<file path="src/rtl/modem_loop_unit.sv">
module modem_loop_unit #(
  parameter int DATA_W = 8
) (
  input  logic              clk,
  input  logic              rst_n,
  input  logic              ctrl_wr,
  input  logic              ctrl_lbe,
  input  logic [3:0]        ctrl_mdm,
  input  logic              lcr_wr,
  input  logic              lcr_brk,
  input  logic              lcr_fifo,
  input  logic              tx_wr,
  input  logic [DATA_W-1:0] tx_data,
  input  logic              ext_rx_valid,
  input  logic [DATA_W-1:0] ext_rx_data,
  input  logic              ext_break,
  input  logic [3:0]        modem_pin,
  input  logic [3:0]        ms_clr,
  input  logic              err_clr,
  input  logic              rxq_ready,
  output logic              rxq_push,
  output logic [DATA_W+2:0] rxq_word,
  output logic [3:0]        mdm_flags,
  output logic [3:0]        ms_irq,
  output logic              brk_err
);
  localparam int WORD_W = DATA_W + 3;
  localparam logic [WORD_W-1:0] BRK_WORD = {1'b1, {(WORD_W-1){1'b0}}};

  logic       lbe_q, brk_q, fifo_q;
  logic [3:0] mdm_q, flg_q, ms_q;
  logic       brk_q_err;

  wire        lbe_nx = ctrl_wr ? ctrl_lbe : lbe_q;
  wire  [3:0] mdm_nx = ctrl_wr ? ctrl_mdm : mdm_q;
  wire  [3:0] flg_nx = lbe_nx ? mdm_nx : modem_pin;

  wire src_tx  = lbe_q & tx_wr;
  wire src_lb  = lbe_q & lcr_wr & lcr_brk & ~brk_q;
  wire src_xb  = ext_break & ~fifo_q;
  wire src_xr  = ext_rx_valid & ~lbe_q;

  always_ff @(posedge clk) begin
    if (!rst_n) begin
      lbe_q     <= 1'b0;
      mdm_q     <= '0;
      brk_q     <= 1'b0;
      fifo_q    <= 1'b0;
      flg_q     <= '0;
      ms_q      <= '0;
      brk_q_err <= 1'b0;
    end else begin
      lbe_q <= lbe_nx;
      mdm_q <= mdm_nx;
      if (lcr_wr) begin
        brk_q  <= lcr_brk;
        fifo_q <= lcr_fifo;
      end
      flg_q <= flg_nx;
      if (ctrl_wr && ctrl_lbe)
        ms_q <= ctrl_mdm;
      else if (!lbe_nx)
        ms_q <= (ms_q & ~ms_clr) | (modem_pin & ~flg_q);
      else
        ms_q <= ms_q & ~ms_clr;
      if (src_xb)
        brk_q_err <= 1'b1;
      else if (err_clr)
        brk_q_err <= 1'b0;
    end
  end

  always_comb begin
    rxq_word = '0;
    if (src_tx)
      rxq_word = {3'b000, tx_data};
    else if (src_lb || src_xb)
      rxq_word = BRK_WORD;
    else if (src_xr)
      rxq_word = {3'b000, ext_rx_data};
  end

  assign rxq_push  = rxq_ready & (src_tx | src_lb | src_xb | src_xr);
  assign mdm_flags = flg_q;
  assign ms_irq    = ms_q;
  assign brk_err   = brk_q_err;


  loop_map_chk: assert property (@(posedge clk) disable iff (!rst_n)
    (ctrl_wr && ctrl_lbe) |=> (mdm_flags == $past(ctrl_mdm)));


  ms_rebuild_chk: assert property (@(posedge clk) disable iff (!rst_n)
    (ctrl_wr && ctrl_lbe) |=> (ms_irq == $past(ctrl_mdm)));


  pin_follow_chk: assert property (@(posedge clk) disable iff (!rst_n)
    (!lbe_q && !ctrl_wr) |=> (mdm_flags == $past(modem_pin)));


  no_push_busy_chk: assert property (@(posedge clk) disable iff (!rst_n)
    !rxq_ready |-> !rxq_push);


  brk_word_chk: assert property (@(posedge clk) disable iff (!rst_n)
    (rxq_push && rxq_word[WORD_W-1]) |-> (rxq_word[WORD_W-2:0] == '0));


  brk_err_set_chk: assert property (@(posedge clk) disable iff (!rst_n)
    (ext_break && !fifo_q) |=> brk_err);
endmodule

</file>
<file path="config.mk">
export PLATFORM = sky130hd
export DESIGN_NAME = modem_loop_unit
export DESIGN_NICKNAME = d
export VERILOG_FILES = /design/src/rtl/modem_loop_unit.sv
export SDC_FILE = /design/constraint.sdc
export NUM_CORES = 1
export LEC_CHECK = 0
export ABC_AREA = 1
export BUFFER_PORTS_ARGS = -buffer_cell sky130_fd_sc_hd__buf_2
export CORE_UTILIZATION = 35
export CTS_CLUSTER_SIZE = 14
export DETAILED_ROUTE_END_ITERATION = 7
export GPL_TIMING_DRIVEN = 0
export PLACE_DENSITY = 0.73
export SETUP_SLACK_MARGIN = 0.05
export SLEW_MARGIN = 10
export SYNTH_ARGS = -nofsm -noshare
export SYNTH_HDL_FRONTEND = slang
export SYNTH_SLANG_ARGS = --single-unit
</file>
<file path="constraint.sdc">
create_clock -name clk -period 3 [get_ports clk]
set_clock_uncertainty 0.1 [all_clocks]
set_input_delay 0.3 -clock clk [delete_from_list [all_inputs] [get_ports clk]]
set_output_delay 0.3 -clock clk [all_outputs]
set_load 0.03 [all_outputs]
</file>
=== Word-level counts from Yosys, hierarchy flattened ===
Index checks and enable logic that the tools add are counted.

* Register bits: 16
* Input bits: 40
* Output and inout port bits: 21
* Word-level logic and storage cells: 38

* Mux-type cells: 10
* Bitwise gates (word level): 18
* Reductions and logical operators: 3

{| class="wikitable"
|+ Operator list
! cell !! count
|-
| $mux 11 || 2
|-
| $mux 4 || 4
|-
| $and 4x4->4 || 2
|-
| $mux 8 || 1
|-
| $not 4->4 || 2
|-
| $and 1x1->1 || 7
|-
| $or 4x4->4 || 1
|-
| $mux 1 || 3
|-
| $not 1->1 || 3
|-
| $or 1x1->1 || 3
|-
| $reduce_bool 2->1 || 1
|-
| $logic_and 1x1->1 || 1
|-
| $logic_or 1x1->1 || 1
|}

=== Logic depth before layout (Yosys ltp) ===
Gate-level depths: netlist (run 1).

* Word-level depth: 7
* Mapped depth: 7
* Gate-level depth less buffers: 7

=== Worst setup path before layout (run 1) ===
No wires, ideal clock.

* Path type: reg2out
* Start: register lbe_q
* End: output rxq_word[2]
* Arrival time: 1318 ps
* Data required time: 2600 ps
* Slack: 1282 ps
* Stages on the path, launching flop included: 6
* Path buffers: 0
* Path through: dfxtp_1 inv_1 nor2_1 nand2_1 nand2_2 o21ai_0

* Cells in the longest elaborated chain, start to end: 6
* Elaborated cells on any way between the ends: 10
* Those cells by class: mux: 3; bitwise: 6; reduce/logical: 1

{| class="wikitable"
|+ RTL lines
! what !! line !! source
|-
| from (decl) || 30 || <nowiki>logic lbe_q, brk_q, fifo_q;</nowiki>
|-
| from (signal assigned) || 53 || <nowiki>lbe_q <= lbe_nx;</nowiki>
|-
| $and 1x1->1 (3 in a row) || 39 || <nowiki>wire src_lb = lbe_q & lcr_wr & lcr_brk & ~brk_q;</nowiki>
|-
| $logic_or 1x1->1 || 77 || <nowiki>else if (src_lb || src_xb)</nowiki>
|-
| $mux 11 || 77 ||
|-
| $mux 11 * || 75 || <nowiki>if (src_tx)</nowiki>
|-
| to (decl) || 22 || <nowiki>output logic [DATA_W+2:0] rxq_word,</nowiki>
|}

Every way passes the cells marked *; elsewhere a longest branch is shown, timed or not.

=== Worst setup path in the final report (run 1) ===
Same ends and word-level chain as after synthesis.

==> flow_summary.rst, run 1 <==
.. list-table::
   :header-rows: 1

   * - Metric
     - Value
   * - Most common cell in the netlist
     - sky130_fd_sc_hd__nand2_1
   * - Post-cts gate resize count
     - 0
   * - Standby leakage power
     - 0.6974 nW
   * - Post-route setup TNS
     - 0 ps
   * - Worst Setup End Kind
     - output pin
   * - Final global-route overflow total
     - 0
   * - Number of antenna repair diodes
     - 0
   * - Number of distinct library cells after synthesis
     - 18
   * - RSZ-0062 raised after global routing
     - false
   * - Syn Inst Count
     - 128
   * - Clk Latency, worst-skew pair
     - 290 ps
   * - Total of hold buffers inserted after clock tree synthesis
     - 0
   * - Fraction of power consumed by the clock network
     - 22.5%
   * - Vias per cell
     - 4.673
   * - Post-CTS clock slew at the launch and capture registers of the worst setup and hold paths
     - 80 ps
   * - Count of warnings emitted by yosys
     - 0
   * - Async SR Flop Fraction
     - 0%
   * - CTS tree
     - done
   * - Total core area
     - 0.002255 sq mm
   * - Switching portion of total power
     - 34.35%
   * - Vias in the first global route
     - 868
   * - Setup-violating endpoint count in the final report
     - 0
   * - Timing endpoint of the critical path
     - rxq_word[2]
   * - End of the worst register-to-register path
     - mdm_flags[0]$_SDFF_PN0_
   * - Number of search-and-repair iterations in the first detailed-routing pass
     - 4
   * - Top_reg_cell synth
     - sky130_fd_sc_hd__dfxtp_1
   * - Min cycle time layout
     - 1788 ps
   * - Largest area contributor in the netlist
     - sky130_fd_sc_hd__dfxtp_1
   * - HPWL Detailed
     - 1719 um
   * - Flop pwr share
     - 46.8%
   * - Launching point of the worst reg2reg path
     - lbe_q$_SDFF_PN0_
   * - Part of the total power dissipated in combinational logic
     - 30.8%
   * - Combined area of all synthesized cells
     - 849.6 sq um
   * - Count of flip-flops with a built-in enable after synthesis
     - 0
   * - DRC violation total after the first TritonRoute iteration
     - 17
   * - Horiz. Die Dim
     - 51.27 um
   * - Flop2flop setup slack
     - 1980 ps
   * - Worst vdd rail ir drop
     - 0.2670 mV
   * - Number of pins exceeding their max-slew limit in the final report
     - 0
   * - Flip-flop and latch count after synthesis
     - 16
   * - Total clock buffers created by CTS
     - 3
   * - Fraction of final layout cells with drive strength greater than 1
     - 38.62%
   * - Overall die height
     - 51.27 um
   * - Number of nets with antenna violations after routing
     - 0
   * - Area fraction of the dominant cell type after synthesis
     - 37.70%
   * - Final total power
     - 0.0005003 W
   * - Post-Synthesis Mean Instance Area
     - 6.637 sq um
   * - Number of nets in the final layout
     - 231
   * - Maximum fanout encountered on the critical timing path
     - 8
   * - Routability Congestion
     - 0.7862
   * - Area grow syn2layout
     - 40.80%
   * - Number of H-tree branching levels
     - 1
   * - Final routed wire length divided by cell count
     - 9.770 um
   * - Remaining routing DRC violations
     - 0
   * - Data arrival time of the critical path
     - 1390 ps
   * - Path depth of the worst reg2reg path
     - 6
   * - Library cell used as clock root buffer
     - sky130_fd_sc_hd__clkbuf_4
   * - Full die area
     - 0.002628 sq mm
   * - DRT Wirelength
     - 2120 um
   * - Total setup buffers inserted after CTS
     - 0
   * - Hold/Removal Path Class
     - input pin to flop
   * - Max clock buf depth
     - 2
   * - Run status
     - finished, final reports clean
   * - Launching instance or port of the critical path
     - lbe_q$_SDFF_PN0_
   * - Global-route wire length before repair
     - 3367 um
   * - Sinks on Clock Net
     - 16
   * - Maximum number of pins on one net before global-route repair
     - 11
   * - Power Density
     - 418.3 mW/mm^2
   * - Worst Path Required
     - 2600 ps
   * - Initial antenna violation count
     - 0
   * - FMAX
     - 0.5592 GHz
   * - Total of max-cap violations
     - 0
   * - Part of the Yosys area used for sequential elements
     - 37.70%
   * - Starting density of the core
     - 37.68%
   * - Site row count
     - 17
   * - Count of vias placed by the detailed router
     - 1014
   * - Most instantiated cells after synthesis
     - 43 x sky130_fd_sc_hd__nand2_1, 16 x sky130_fd_sc_hd__a21oi_1, 16 x sky130_fd_sc_hd__dfxtp_1
   * - Element type at the critical path start
     - flop
   * - Number of buffers inserted by port buffering
     - 57
   * - Total Routing Usage GR
     - 17.40%
   * - Crit Path Class
     - flop to output pin
   * - Biggest area contributors in the synthesized netlist
     - sky130_fd_sc_hd__dfxtp_1 38%, sky130_fd_sc_hd__nand2_1 19%, sky130_fd_sc_hd__a21oi_1 9.4%, sky130_fd_sc_hd__inv_1 6.6%, sky130_fd_sc_hd__o21ai_1 4.1%
   * - Io pins
     - 61
   * - Cell internal pwr
     - 0.0003284 W
   * - Period utilisation layout
     - 59.61%
   * - Total net switching power
     - 0.0001719 W
   * - Hold Violations, Final
     - 0
-- stage by stage --
stage / util (%) / std cells / setup slack (ps) / area [sq um] / hold WS (ps)
finish: 53.05 / 217 / 1212 / 1196 / 153.6
CTS: 53.05 / 217 / 1202 / 1196 / 149.2
floorplan: - / 129 / 1282 / 853.3 / 328.7
detailed placement: 52.05 / 214 / 1486 / 1174 / 353.1
global route: 53.05 / 217 / 1040 / 1196 / 171.4
global placement: 52.05 / 214 / 1506 / 1174 / 341.8
-- sequential cells by signal, summed over array words and instances (netlist names) --
signal	count
ms_irq	4
brk_err	1
fifo_q	1
lbe_q	1
mdm_flags	4
mdm_q	4
brk_q	1
-- cell families after synthesis --
family | count (synthesis) | share of synthesized area, %
AOI/OAI and AO/OA | 29 | 17.08
buffers and inverters | 23 | 11.49
DFF | 16 | 37.70
other | 1 | 0.4414
and+or+nand+nor | 59 | 33.28
-- placed cells by master, fill, tap and decap left out, types with 4 or more instances in the layout --
master	n
sky130_fd_sc_hd__a21oi_1	16
sky130_fd_sc_hd__inv_1	15
sky130_fd_sc_hd__nand4_1	5
sky130_fd_sc_hd__dfxtp_1	16
sky130_fd_sc_hd__buf_2	58
sky130_fd_sc_hd__nand2_1	43
sky130_fd_sc_hd__nand3_1	4
sky130_fd_sc_hd__o21ai_0	6
sky130_fd_sc_hd__o21ai_1	7
-- layout make-up --
cell class / count / area, sq um
inverters: 20 / 77.57
fillers: 214 / 1059
well taps: 28 / 35.03
flip-flops and latches: 16 / 320.3
multi-input cells: 90 / 435.4
clock buffers: 3 / 22.52
plain buffers: 3 / 20.02
repair buffers: 57 / 285.3
-- metal layers --
| metal | vias to the layer above | global-route usage, % | share of wire (%) | wire (um) |
|---|---|---|---|---|
| met5 | - | 0 | 0 | 0 |
| met4 | 0 | 10.81 | 2.4 | 50 |
| met3 | 5 | 4.167 | 7.9 | 168 |
| met2 | 41 | 31.80 | 49 | 1033 |
| met1 | 441 | 17.54 | 41 | 868 |
| li1 | 527 | - | - | - |
-- critical path, cell delays in order (launching register included) --
cell and delay [ps]:
sky130_fd_sc_hd__dfxtp_1 420, sky130_fd_sc_hd__inv_1 80, sky130_fd_sc_hd__nor2_1 90, sky130_fd_sc_hd__nand2_1 90, sky130_fd_sc_hd__nand2_2 150, sky130_fd_sc_hd__o21ai_0 90, sky130_fd_sc_hd__buf_2 180
-- power by group through the flow --
stage                     Sequential (W)  Combinational [W]  Clock (W)
after floorplan                 0.000258          0.0000795          0
after global placement          0.000239           0.000152          0
after detailed placement        0.000239           0.000154          0
after CTS                       0.000234           0.000155   0.000116
after global routing            0.000236           0.000169   0.000121
final                           0.000234           0.000154   0.000112
-- worst min-delay path by stage --
stage                                   start                      end  slack [ps]  cells after the start
after detailed placement   brk_q$_SDFFE_PN0P_       brk_q$_SDFFE_PN0P_         350                      2
after global routing                  err_clr     brk_err$_SDFFE_PN0P_         170                      4
after floorplan           fifo_q$_SDFFE_PN0P_      fifo_q$_SDFFE_PN0P_         330                      2
after CTS                        modem_pin[3]  mdm_flags[3]$_SDFF_PN0_         150                      3
after global placement    fifo_q$_SDFFE_PN0P_      fifo_q$_SDFFE_PN0P_         340                      2
final                            modem_pin[3]  mdm_flags[3]$_SDFF_PN0_         150                      3
(Power assumes the default switching activity.)
==> inputs of run 2 (changes only) <==
==> constraint.sdc (replaced) <==
create_clock -name clk -period 1.9 [get_ports clk]
set_clock_uncertainty 0.1 [all_clocks]
set_input_delay 0.19 -clock clk [delete_from_list [all_inputs] [get_ports clk]]
set_output_delay 0.19 -clock clk [all_outputs]
set_load 0.03 [all_outputs]
==> run 2 against run 1 <==
  * Flip-flop and latch count is the same
  * Cell area grew 0.10%
  * Hold slack lost 110 ps
  * Combinational power grew 58%
==> flow_summary.rst, run 2 (synthesis results as in run 1) <==
.. list-table::
   :header-rows: 1

   * - Metric
     - Value
   * - Total clock buffers created by CTS
     - 3 (unchanged)
   * - HPWL Detailed
     - 1719 um (unchanged)
   * - Fraction of final layout cells with drive strength greater than 1
     - 39.15% (+0.53 points)
   * - Initial antenna violation count
     - 0 (unchanged)
   * - Worst vdd rail ir drop
     - 0.4216 mV (+58%)
   * - Post-CTS clock slew at the launch and capture registers of the worst setup and hold paths
     - 80 ps (about the same)
   * - Most frequent standard cell in the layout excluding fill and tap cells
     - sky130_fd_sc_hd__buf_2
   * - Final cell utilization of the core
     - 53.11% (+0.055 points)
   * - Site row count
     - 17 (unchanged)
   * - Full die area
     - 0.002628 sq mm (unchanged)
   * - Area grow syn2layout
     - 40.94%
   * - Total of max-cap violations
     - 0 (unchanged)
   * - Cell internal pwr
     - 0.0005189 W (+58%)
   * - Overall die height
     - 51.27 um (unchanged)
   * - DRC violation total after the first TritonRoute iteration
     - 17 (unchanged)
   * - Final routed wire length divided by cell count
     - 9.770 um (unchanged)
   * - Total area of sequential cells
     - 321.6 sq um (+0.39%)
   * - Hold/Removal Path Class
     - input pin to flop
   * - Cell-by-cell trace of the critical path
     - inv_1 > nor2_1 > nand2_1 > nand2_2 > o21ai_0 > buf_2
   * - Run status
     - finished, final reports clean
   * - Library cell used as clock root buffer
     - sky130_fd_sc_hd__clkbuf_4
   * - Sinks on Clock Net
     - 16 (unchanged)
   * - Total Routing Usage GR
     - 17.40% (unchanged)
   * - Path depth of the worst reg2reg path
     - 6 (unchanged)
   * - Number of antenna repair diodes
     - 0 (unchanged)
   * - Number of pins exceeding their max-slew limit in the final report
     - 0 (unchanged)
   * - Number of buffers inserted by port buffering
     - 57 (unchanged)
   * - Standby leakage power
     - 0.6978 nW (about the same)
   * - Area of the multi-input gates
     - 435.4 sq um (unchanged)
   * - Maximum number of pins on one net before global-route repair
     - 11 (unchanged)
   * - Hold Violations, Final
     - 0 (unchanged)
   * - Total core area
     - 0.002255 sq mm (unchanged)
   * - DRT Wirelength
     - 2120 um (unchanged)
   * - Final global-route overflow total
     - 0 (unchanged)
   * - Critical-path top delay cell
     - sky130_fd_sc_hd__dfxtp_2
   * - Worst Setup End Kind
     - output pin
   * - Global-route wire length before repair
     - 3367 um (unchanged)
   * - Vias in the first global route
     - 868 (unchanged)
   * - Switching portion of total power
     - 34.34% (about the same)
   * - Fraction of power consumed by the clock network
     - 22.5% (about the same)
   * - Max clock buf depth
     - 2 (unchanged)
   * - Count of vias placed by the detailed router
     - 1014 (unchanged)
   * - Commonest cells after routing, fill and taps aside
     - 58 x sky130_fd_sc_hd__buf_2, 43 x sky130_fd_sc_hd__nand2_1, 16 x sky130_fd_sc_hd__a21oi_1
   * - FMAX
     - 0.6114 GHz
   * - Clk Latency, worst-skew pair
     - 290 ps (about the same)
   * - Crit Path Class
     - flop to output pin
   * - Dominant delay contributor by cell family on the critical path
     - flip-flops
   * - Min cycle time layout
     - 1636 ps
   * - Worst Path Required
     - 1610 ps (-990 ps)
   * - Horiz. Die Dim
     - 51.27 um (unchanged)
   * - Data arrival time of the critical path
     - 1350 ps (-40 ps)
   * - Post-route setup TNS
     - 0 ps (unchanged)
   * - Io pins
     - 61 (unchanged)
   * - Maximum fanout encountered on the critical timing path
     - 8 (unchanged)
   * - Fill cells
     - 213 (-0.47%)
   * - Total of hold buffers inserted after clock tree synthesis
     - 0 (unchanged)
   * - Cell depth of the worst min-delay path
     - 3 (unchanged)
   * - Number of search-and-repair iterations in the first detailed-routing pass
     - 4 (unchanged)
   * - Remaining routing DRC violations
     - 0 (unchanged)
   * - RSZ-0062 raised after global routing
     - false
   * - Critical path depth
     - 6 (unchanged)
   * - Element type at the critical path start
     - flop
   * - Number of H-tree branching levels
     - 1 (unchanged)
   * - Starting density of the core
     - 37.68% (unchanged)
   * - Routability Congestion
     - 0.7862 (unchanged)
   * - Flop pwr share
     - 46.8% (about the same)
   * - Number of nets with antenna violations after routing
     - 0 (unchanged)
   * - Total net switching power
     - 0.0002714 W (+58%)
   * - Number of nets in the final layout
     - 231 (unchanged)
   * - CTS tree
     - done
   * - Part of the total power dissipated in combinational logic
     - 30.8% (about the same)
   * - Period utilisation layout
     - 86.09%
   * - Power Density
     - 660.0 mW/mm^2 (+58%)
   * - Worst path bufs/invs
     - 2 (unchanged)
   * - Setup-violating endpoint count in the final report
     - 0 (unchanged)
   * - Vias per cell
     - 4.673 (unchanged)
   * - Delay of the slowest critical-path stage
     - 350 ps (-70 ps)
## run 2: stage by stage
step                      total power (W)  hold slack (ps)  std cells  instance area, sq um  setup WS (ps)
final                           0.0007903            43.60        217                  1197          264.3
after detailed placement        0.0006207            339.7        214                  1174          542.9
after floorplan                 0.0005330            228.0        129                 853.3          292.5
after global routing            0.0008315            61.39        217                  1197          95.33
after CTS                       0.0007969            39.20        217                  1196          212.2
after global placement          0.0006167            341.8        214                  1174          584.2
## run 2: power groups by stage
| stage | Combinational (W) | Clock, W | Sequential (W) |
|---|---|---|---|
| floorplan | 0.000125 | 0 | 0.000408 |
| global placement | 0.000240 | 0 | 0.000377 |
| detailed placement | 0.000243 | 0 | 0.000377 |
| CTS | 0.000244 | 0.000183 | 0.000370 |
| global route | 0.000267 | 0.000192 | 0.000373 |
| finish | 0.000243 | 0.000177 | 0.000370 |
## run 2: final timing paths
| kind | slack, ps | start | to |
|---|---|---|---|
| max | 260 | lbe_q$_SDFF_PN0_ | rxq_word[2] |
| min | 40 | modem_pin[3] | mdm_flags[3]$_SDFF_PN0_ |
| max reg2reg | 940 | lbe_q$_SDFF_PN0_ | mdm_flags[0]$_SDFF_PN0_ |
| min reg2reg | 360 | fifo_q$_SDFFE_PN0P_ | fifo_q$_SDFFE_PN0P_ |
## run 2: cell type report
type,count,area share [%]
multi-input combinational,90,36.36
sequential,16,26.85
timing repair buffer,57,23.82
inverter,20,6.479
tap,28,2.926
clock buffer,3,1.881
buffer,3,1.672
## run 2: tightest hold or removal path, cell delays in order
cell and delay [ps]:
sky130_fd_sc_hd__buf_2 90, sky130_fd_sc_hd__nand3_1 70, sky130_fd_sc_hd__nand2_1 60
## run 2: timing repair
| item | in CTS | in global routing |
|---|---|---|
| resized for setup | 0 | 1 |
| setup buffers | 0 | 0 |
| setup endpoints to repair | 0 | 1 |
## run 2: routing by layer
| layer | GRT usage (%) | share of wire, % | up-vias |
|---|---|---|---|
| met5 | 0 | 0 | - |
| met4 | 10.81 | 2.4 | 0 |
| met3 | 4.167 | 7.9 | 5 |
| met2 | 31.80 | 49 | 41 |
| met1 | 17.54 | 41 | 441 |
| li1 | - | - | 527 |
